File: config.mk
export PLATFORM = sky130hd
export DESIGN_NAME = ttlclk_gen
export DESIGN_NICKNAME = d
export VERILOG_FILES = /design/src/rtl/ttlclk_pkg.sv /design/src/rtl/ttlclk_cmd_slot.sv /design/src/rtl/ttlclk_phase_acc.sv /design/src/rtl/ttlclk_gen.sv
export SDC_FILE = /design/constraint.sdc
export NUM_CORES = 1
export LEC_CHECK = 0
export BUFFER_PORTS_ARGS = -buffer_cell sky130_fd_sc_hd__buf_2
export CAP_MARGIN = 40
export CORE_MARGIN = 5
export CORE_UTILIZATION = 56
export CTS_BUF_LIST = sky130_fd_sc_hd__clkbuf_4 sky130_fd_sc_hd__clkbuf_8 sky130_fd_sc_hd__clkbuf_16
export DETAILED_ROUTE_END_ITERATION = 8
export PLACE_DENSITY = 0.8
export SLEW_MARGIN = 20
export SYNTH_ARGS = -nofsm -noshare
export SYNTH_HDL_FRONTEND = slang
export SYNTH_SLANG_ARGS = --single-unit
File: constraint.sdc
create_clock -name clk -period 3.8 [get_ports clk]
set_clock_uncertainty 0.2 [all_clocks]
set_input_delay 0.57 -clock clk [delete_from_list [all_inputs] [get_ports clk]]
set_output_delay 0.57 -clock clk [all_outputs]
set_load 0.01 [all_outputs]
File: src/rtl/ttlclk_pkg.sv
package ttlclk_pkg;

  localparam int unsigned ACC_W_DEFAULT = 24;
  localparam int unsigned TS_W_DEFAULT  = 32;

  typedef enum logic {
    SLOT_IDLE  = 1'b0,
    SLOT_ARMED = 1'b1
  } slot_state_e;

endpackage

File: src/rtl/ttlclk_cmd_slot.sv
module ttlclk_cmd_slot
  import ttlclk_pkg::*;
#(
  parameter int unsigned TS_W  = TS_W_DEFAULT,
  parameter int unsigned ACC_W = ACC_W_DEFAULT
) (
  input  logic             clk,
  input  logic             rst,
  input  logic [TS_W-1:0]  now_i,
  input  logic             in_valid_i,
  input  logic [TS_W-1:0]  in_time_i,
  input  logic [ACC_W-1:0] in_ftw_i,
  output logic             fire_o,
  output logic [ACC_W-1:0] fire_ftw_o
);

  slot_state_e      state_q;
  logic [TS_W-1:0]  time_q;
  logic [ACC_W-1:0] ftw_q;

  // The waiting command fires when the shared counter meets its stamp
  assign fire_o     = (state_q == SLOT_ARMED) && (now_i == time_q);
  assign fire_ftw_o = ftw_q;

  always_ff @(posedge clk) begin
    if (rst) begin
      state_q <= SLOT_IDLE;
      time_q  <= '0;
      ftw_q   <= '0;
    end else if (in_valid_i) begin
      // A new post always wins over a command still waiting
      state_q <= SLOT_ARMED;
      time_q  <= in_time_i;
      ftw_q   <= in_ftw_i;
    end else if (fire_o) begin
      state_q <= SLOT_IDLE;
    end
  end

  AST_FIRE_RETIRES: assert property (@(posedge clk) disable iff (rst)
    (fire_o && !in_valid_i) |=> (state_q == SLOT_IDLE));
  AST_SLOT_HOLDS: assert property (@(posedge clk) disable iff (rst)
    (state_q == SLOT_ARMED && !fire_o && !in_valid_i) |=>
      (state_q == SLOT_ARMED && $stable(time_q) && $stable(ftw_q)));
  AST_NEW_POST_WINS: assert property (@(posedge clk) disable iff (rst)
    in_valid_i |=> (state_q == SLOT_ARMED && time_q == $past(in_time_i)
                    && ftw_q == $past(in_ftw_i)));

endmodule

File: src/rtl/ttlclk_phase_acc.sv
module ttlclk_phase_acc
  import ttlclk_pkg::*;
#(
  parameter int unsigned ACC_W = ACC_W_DEFAULT
) (
  input  logic             clk,
  input  logic             rst,
  input  logic             load_i,
  input  logic [ACC_W-1:0] load_ftw_i,
  output logic             tick_o
);

  localparam logic [ACC_W-1:0] HALF_SCALE = {1'b1, {(ACC_W-1){1'b0}}};

  logic [ACC_W-1:0] ftw_q;
  logic [ACC_W-1:0] acc_q;
  logic             load_is_stop;

  assign load_is_stop = (load_ftw_i == '0);

  always_ff @(posedge clk) begin
    if (rst) begin
      ftw_q <= '0;
      acc_q <= '0;
    end else if (load_i) begin
      ftw_q <= load_ftw_i;
      // Preset to half scale so the line rises at the apply edge;
      // a stop clears it so the MSB stays low while adding zero
      acc_q <= load_is_stop ? '0 : HALF_SCALE;
    end else begin
      acc_q <= acc_q + ftw_q;
    end
  end

  assign tick_o = acc_q[ACC_W-1];

  AST_LOAD_GOES_HIGH: assert property (@(posedge clk) disable iff (rst)
    (load_i && !load_is_stop) |=> tick_o);
  AST_STOP_GOES_LOW: assert property (@(posedge clk) disable iff (rst)
    (load_i && load_is_stop) |=> !tick_o);
  AST_STOPPED_STAYS_LOW: assert property (@(posedge clk) disable iff (rst)
    (ftw_q == '0) |-> !tick_o);
  AST_WORD_HELD: assert property (@(posedge clk) disable iff (rst)
    !load_i |=> $stable(ftw_q));

endmodule

File: src/rtl/ttlclk_gen.sv
module ttlclk_gen
  import ttlclk_pkg::*;
#(
  parameter int unsigned TS_W  = TS_W_DEFAULT,
  parameter int unsigned ACC_W = ACC_W_DEFAULT
) (
  input  logic             clk,
  input  logic             rst,
  input  logic [TS_W-1:0]  now_i,
  input  logic             cmd_valid_i,
  input  logic [TS_W-1:0]  cmd_time_i,
  input  logic [ACC_W-1:0] cmd_ftw_i,
  output logic             ttl_o
);

  logic             apply;
  logic [ACC_W-1:0] apply_ftw;

  ttlclk_cmd_slot #(
    .TS_W  (TS_W),
    .ACC_W (ACC_W)
  ) i_slot (
    .clk        (clk),
    .rst        (rst),
    .now_i      (now_i),
    .in_valid_i (cmd_valid_i),
    .in_time_i  (cmd_time_i),
    .in_ftw_i   (cmd_ftw_i),
    .fire_o     (apply),
    .fire_ftw_o (apply_ftw)
  );

  ttlclk_phase_acc #(
    .ACC_W (ACC_W)
  ) i_acc (
    .clk        (clk),
    .rst        (rst),
    .load_i     (apply),
    .load_ftw_i (apply_ftw),
    .tick_o     (ttl_o)
  );

  AST_RESET_LOW: assert property (@(posedge clk)
    rst |=> !ttl_o);

endmodule

==> results.json, run 1 <==
{
  "avgViaCountPerCell": 5.432,
  "peak_supply_drop_uv": 255.4,
  "ctsRootBufferMaster": "clkbuf_8",
  "synth-xor-area-share": 0.08028,
  "num_io_pins": 92,
  "share_of_the_clock_period_used_by_the_worst_path": 0.7605,
  "finish.net_count": 726,
  "synth.top_cell.area_share": 0.4188,
  "final_antenna_net_count": 0,
  "post_synth_mux_area_share": 0.1596,
  "ctsLongestPathBuffers": 2,
  "fillCellCount": 668,
  "htreeDepth": 3,
  "critPathArrivalTime_ns": 2.99,
  "dieArea_um2": 10950,
  "synthDominantAreaCellType": "dfxtp_1",
  "worstMarginPinSlew_ns": 0.8226,
  "drt-wirelength-per-cell_um": 14.92,
  "syn-num-nets": 644,
  "first_global_vias": 4121,
  "fp.dieW_um": 104.7,
  "netlist_top_cells_area": "dfxtp_1 42%, mux2i_1 16%, nor2_1 7.9%",
  "routed_wirelength_mm": 10.80,
  "run_status": "finished, final reports clean",
  "setup_viol_count_final": 0,
  "floorplan.rows": 34,
  "synth_top_cells_by_count": "106 x nor2_1, 105 x dfxtp_1, 80 x mux2i_1",
  "place.detailed.instances": 708,
  "drive_above_1_share": 0.1899,
  "drc": 0,
  "worst_hold_path_class": "primary input to flip-flop",
  "post_synth_and_or_nand_nor_area_fraction": 0.1426,
  "asyncSetResetFlopFracSynth": 0,
  "grt_antenna_before_repair": 0,
  "r2r_start": "i_acc.ftw_q[0]$_SDFFE_PP0P_",
  "post-cts-setup-buffer-count": 0,
  "fin_crit_ns": 2.890,
  "path_max_fanout": 4,
  "gp_routability_congestion": 0.8559,
  "slew-limit-headroom": 0.4516,
  "synth-adder-area-share": 0.06133,
  "globalRouteOverflowTotal": 0,
  "postCtsHoldBufs": 0,
  "mapped_avg_cell_area_um2": 9.487,
  "clk_pin_slew_worst_setup_hold_paths_ns": 0.11,
  "clock_latency_ns": 0.37,
  "synth.ff_latch_count": 105,
  "floorplan.die.height_um": 104.7,
  "synth_compound_gate_area_share": 0.1107,
  "ys.warnings.count": 0,
  "placement.io_buffers": 91,
  "finalMaxSlewViolations": 0,
  "finalNonFillerCells": 724,
  "drt_iter0_drc": 133,
  "antennaDiodeCount": 0,
  "number_of_enable_flip_flop_cells_after_synthesis": 0,
  "end_kind": "flip-flop",
  "start_util": 0.5755,
  "cts_tree": "built",
  "globalRouteTotalUtil": 0.1976,
  "core-area_um2": 8721,
  "drt-pass1-iter-count": 4,
  "synth_top_family_by_area": "multiplexers",
  "grt_max_degree": 83,
  "synth.most_common_cell": "nor2_1",
  "hold_start": "cmd_time_i[7]",
  "timing.hold.ws_ns": 0.2284,
  "post_synth_inst_count": 529,
  "synth_sequential_area_ratio": 0.4188,
  "grt_pass1_wl_mm": 18.40,
  "max-cap-violations": 0,
  "synth.lib_cells_used.distinct": 46,
  "post_cts.resized_instances": 0,
  "dp.final_hpwl_mm": 8.274,
  "dominantRegCellSynth": "dfxtp_1",
  "p_leak_nw": 2.809,
  "critical_path_type": "flip-flop to flip-flop",
  "startpoint_type": "flip-flop",
  "mappedNetlistArea_um2": 5019,
  "areaGrowthSynthToFinish_pct": 14.58,
  "report.final.hold_viol_count": 0,
  "grt_setup_unrepaired": "no",
  "tritoncts.num_buffers": 9,
  "worst_setup_path_startpoint": "i_acc.ftw_q[0]$_SDFFE_PP0P_",
  "timing.fmax_mhz": 346.0,
  "setup_total_negative_slack_ns": 0,
  "cp.required_ns": 3.90,
  "via_count": 3933,
  "pwr_density_cell_nw_per_um2": 353.4,
  "clkSinkCount": 105
}
==> cell usage in the layout, fill, tap and decap left out, types with 3 or more instances in the layout <==
| cell type | Yosys | layout |
|---|---|---|
| a21o_1 | 14 | 14 |
| nand3_1 | 8 | 8 |
| and3_1 | 4 | 4 |
| buf_4 | 0 | 3 |
| o21ai_0 | 11 | 11 |
| clkbuf_8 | 0 | 10 |
| nor2_1 | 106 | 106 |
| xor2_1 | 7 | 7 |
| nand2b_1 | 4 | 4 |
| nand4_1 | 9 | 9 |
| nand2_1 | 13 | 13 |
| inv_1 | 10 | 10 |
| buf_2 | 5 | 91 |
| o21bai_1 | 5 | 5 |
| ha_1 | 23 | 23 |
| nor4_1 | 8 | 8 |
| a21oi_1 | 19 | 19 |
| mux2i_1 | 80 | 80 |
| xnor2_1 | 39 | 39 |
| a211oi_1 | 4 | 4 |
| a311oi_1 | 4 | 4 |
| dfxtp_1 | 105 | 105 |
| nor3_1 | 3 | 3 |
==> where the power goes <==
part | switching, mW | internal, mW
sequential | 0.0284 | 1.14
clock | 0.410 | 0.273
combinational | 0.0842 | 0.101
total | 0.522 | 1.51
==> critical path, cell delays in order (launching register included) <==
cell and delay (ns):
dfxtp_1 0.34, ha_1 0.19, inv_1 0.06, fa_1 0.37, and2b_1 0.26, o2111a_2 0.27, o211ai_4 0.11, o221a_4 0.27
o31a_1 0.25, or3_1 0.35, a21oi_1 0.16
==> per-stage QoR <==
step | cell area (um2) | util | setup WS, ns | power, mW
6_report | 5751 | 0.6594 | 0.9102 | 2.032
5_1_grt | 5751 | 0.6594 | 0.6849 | 2.123
4_1_cts | 5751 | 0.6594 | 0.9178 | 2.047
3_5_place_dp | 5555 | 0.6370 | 0.9679 | 1.375
3_3_place_gp | 5555 | 0.6370 | 1.074 | 1.367
2_1_floorplan | 5019 | - | 1.143 | 1.298
==> worst paths after layout <==
path,end,slack (ns),cells after the start
worst max-delay path,i_acc.acc_q[22]$_SDFF_PP0_,0.91,10
worst min-delay path,i_slot.time_q[7]$_SDFFE_PP0P_,0.23,3
worst max register to register,i_acc.acc_q[22]$_SDFF_PP0_,0.91,10
worst min register to register,i_acc.ftw_q[20]$_SDFFE_PP0P_,0.31,2
==> layer usage <==
| metal | global-route usage | up-vias | routed length (um) |
|---|---|---|---|
| met2 | 0.3371 | 94 | 5124 |
| met1 | 0.2426 | 1809 | 4761 |
| met3 | 0.06412 | 17 | 777 |
| met5 | 0 | - | 0 |
| li1 | - | 2013 | - |
| met4 | 0.04749 | 0 | 137 |
==> sequential cells by signal, summed over array words and instances (netlist names) <==
signal / flops
i_slot.fire_ftw_o: 24
i_slot.time_q: 32
i_acc.ftw_q: 24
i_slot.state_q: 1
i_acc.acc_q: 24
==> area by class of cell <==
cell class	instances	area, um2	share of cell area
Clock buffer	10	137.6	0.02393
Clock inverter	6	57.56	0.01001
Inverter	10	37.54	0.006527
Multi-Input combinational cell	390	2783	0.4839
Sequential cell	105	2102	0.3655
Tap cell	108	135.1	0.02350
Timing Repair Buffer	95	498.0	0.08660
==> kinds of logic after synthesis <==
logic type,Yosys count
AND/OR/NAND/NOR,163
flip-flops,105
multiplexers,80
AO/OA/AOI/OAI,77
XOR/XNOR,46
buffers and inverters,34
adder cells (fa/ha/maj),24
Power figures use the tool's default switching activity.
==> inputs of run 2 (changes only) <==
==> constraint.sdc (replaced) <==
create_clock -name clk -period 2.9 [get_ports clk]
set_clock_uncertainty 0.2 [all_clocks]
set_input_delay 0.435 -clock clk [delete_from_list [all_inputs] [get_ports clk]]
set_output_delay 0.435 -clock clk [all_outputs]
set_load 0.01 [all_outputs]
==> run 2 against run 1 <==
Against the previous run:
- critical path type unchanged
- fmax is 2.7% higher
- via count is 1.1% higher
- first-iteration DRC count is 11% lower
- critical endpoint unchanged
- sequential power is 32% higher
- sequential share of layout area is 0.20 points lower
- register-to-register slack worse by 0.82 ns
==> results.json, run 2 (same netlist as run 1, synthesis figures left out) <==
{
  "worst_hold_path_class": "primary input to flip-flop",
  "globalRouteOverflowTotal": 0,
  "cts_tree": "built",
  "peak_supply_drop_uv": 288.8,
  "via_count": 3977,
  "setup_viol_count_final": 0,
  "grt_setup_unrepaired": "no",
  "hold-path-cell-count": 3,
  "path_max_fanout": 3,
  "max-cap-violations": 0,
  "tritoncts.num_buffers": 9,
  "path_buf_inv": 1,
  "largest-register": "i_slot.time_q",
  "fillCellCount": 655,
  "drt-wirelength-per-cell_um": 14.53,
  "ctsRootBufferMaster": "clkbuf_8",
  "final_core_util": 0.6630,
  "finalNonFillerCells": 729,
  "r2r_start": "i_acc.ftw_q[0]$_SDFFE_PP0P_",
  "setup_slack_ns": 0.08637,
  "drt_iter0_drc": 119,
  "clock_latency_ns": 0.37,
  "fp.dieW_um": 104.7,
  "worst_r2r_endpoint": "i_acc.acc_q[22]$_SDFF_PP0_",
  "largest_register_ffs": 32,
  "grt_busiest_layer": "met2",
  "gp_routability_congestion": 0.8599,
  "drive_above_1_share": 0.1981,
  "drc": 0,
  "grt_pass1_wl_mm": 18.10,
  "global_route.usage.met3": 0.04747,
  "timing.fmax_mhz": 355.4,
  "path_cells": "ha_2, inv_1, fa_1, and2b_1, o2111a_2, o211ai_4, o221a_4, o31a_1, or3_1, a21oi_1",
  "preCtsSetupSlack_ns": 0.08927,
  "worstMarginPinSlew_ns": 0.8046,
  "r2r_setup_slack_ns": 0.09,
  "finalMaxSlewViolations": 0,
  "first_global_vias": 4015,
  "share_of_the_clock_period_used_by_the_worst_path": 0.9702,
  "cp.required_ns": 3.00,
  "r2r.worst_path.cells": 10,
  "p_leak_nw": 2.827,
  "grt_max_degree": 83,
  "num_io_pins": 92,
  "layout_common_cells": "106 x nor2_1, 105 x dfxtp_1, 91 x buf_2",
  "hold_start": "cmd_ftw_i[3]",
  "slew-limit-headroom": 0.4636,
  "critPathArrivalTime_ns": 2.91,
  "crit_path_max_incr_delay_ns": 0.36,
  "drt-pass1-iter-count": 4,
  "avgViaCountPerCell": 5.455,
  "antennaDiodeCount": 0,
  "critical_path.top_delay_family": "compound AO/OA/AOI/OAI gates",
  "final_antenna_net_count": 0,
  "layout.cells.most_common": "nor2_1",
  "power_mw": 2.635,
  "use_met1": 0.2469,
  "core-area_um2": 8721,
  "slowest_stage": "fa_1",
  "grt_antenna_before_repair": 0,
  "pwr_density_cell_nw_per_um2": 455.8,
  "floorplan.die.height_um": 104.7,
  "clkSinkCount": 105,
  "end_kind": "flip-flop",
  "critical_path_type": "flip-flop to flip-flop",
  "startpoint_type": "flip-flop",
  "placement.io_buffers": 91,
  "report.final.hold_viol_count": 0,
  "run_status": "finished, final reports clean",
  "clk_pin_slew_worst_setup_hold_paths_ns": 0.11,
  "finish.net_count": 731,
  "fraction_of_met2_tracks_used_by_global_routing": 0.3321,
  "globalRouteTotalUtil": 0.1950,
  "place.detailed.instances": 710,
  "start_util": 0.5755,
  "fin_crit_ns": 2.814,
  "hold-path-endpoint": "i_slot.fire_ftw_o[3]$_SDFFE_PP0P_",
  "dp.final_hpwl_mm": 8.088,
  "setup_total_negative_slack_ns": 0,
  "routed_wirelength_mm": 10.59,
  "ctsLongestPathBuffers": 2,
  "dieArea_um2": 10950,
  "htreeDepth": 3,
  "floorplan.rows": 34,
  "worst-path-stages": 10,
  "areaGrowthSynthToFinish_pct": 15.21
}
[run 2: repair_timing]
| action | CTS | global route |
|---|---|---|
| buffers inserted | 0 | 3 |
| endpoints found under the setup margin | 0 | 1 |
| gates resized for setup | 0 | 1 |
| hold buffers | 0 | 0 |
[run 2: metal layers]
metal  vias up  part of all wire
met3        10             0.060
met5         -                 0
met1      1850              0.45
li1       2022                 -
met4         0            0.0083
met2        95              0.48
[run 2: cell type report]
class	instances	area [um2]	area share
clock buffers	9	123.9	0.02142
repair buffers	100	535.5	0.09262
flip-flops and latches	105	2102	0.3636
clock inverters	7	62.56	0.01082
multi-input cells	390	2785	0.4817
well taps	108	135.1	0.02337
inverters	10	37.54	0.006492
[run 2: worst min-delay path: cells and delay by family]
kind          cells  cell delay (ns)
buf+inv           1             0.07
simple gates      1             0.07
mux               1             0.05
[run 2: how the worst max path moves through the flow]
stage,from,end
floorplan,i_acc.ftw_q[0]$_SDFFE_PP0P_,i_acc.acc_q[22]$_SDFF_PP0_
global placement,i_acc.ftw_q[0]$_SDFFE_PP0P_,i_acc.acc_q[22]$_SDFF_PP0_
detailed placement,i_acc.ftw_q[0]$_SDFFE_PP0P_,i_acc.acc_q[22]$_SDFF_PP0_
CTS,i_acc.ftw_q[0]$_SDFFE_PP0P_,i_acc.acc_q[22]$_SDFF_PP0_
global route,i_acc.acc_q[0]$_SDFF_PP0_,i_acc.acc_q[22]$_SDFF_PP0_
finish,i_acc.ftw_q[0]$_SDFFE_PP0P_,i_acc.acc_q[22]$_SDFF_PP0_
[run 2: where the power goes]
group | internal (mW) | switching [mW]
logic | 0.133 | 0.111
registers | 1.49 | 0.0386
clock network | 0.331 | 0.533
total | 1.95 | 0.683
[run 2: stage by stage]
| step | hold WS (ns) | instance area, um2 |
|---|---|---|
| after floorplan | 0.2560 | 5019 |
| after global placement | 0.2659 | 5570 |
| after detailed placement | 0.2866 | 5570 |
| after CTS | 0.08912 | 5757 |
| after global routing | 0.09971 | 5782 |
| final | 0.09403 | 5782 |
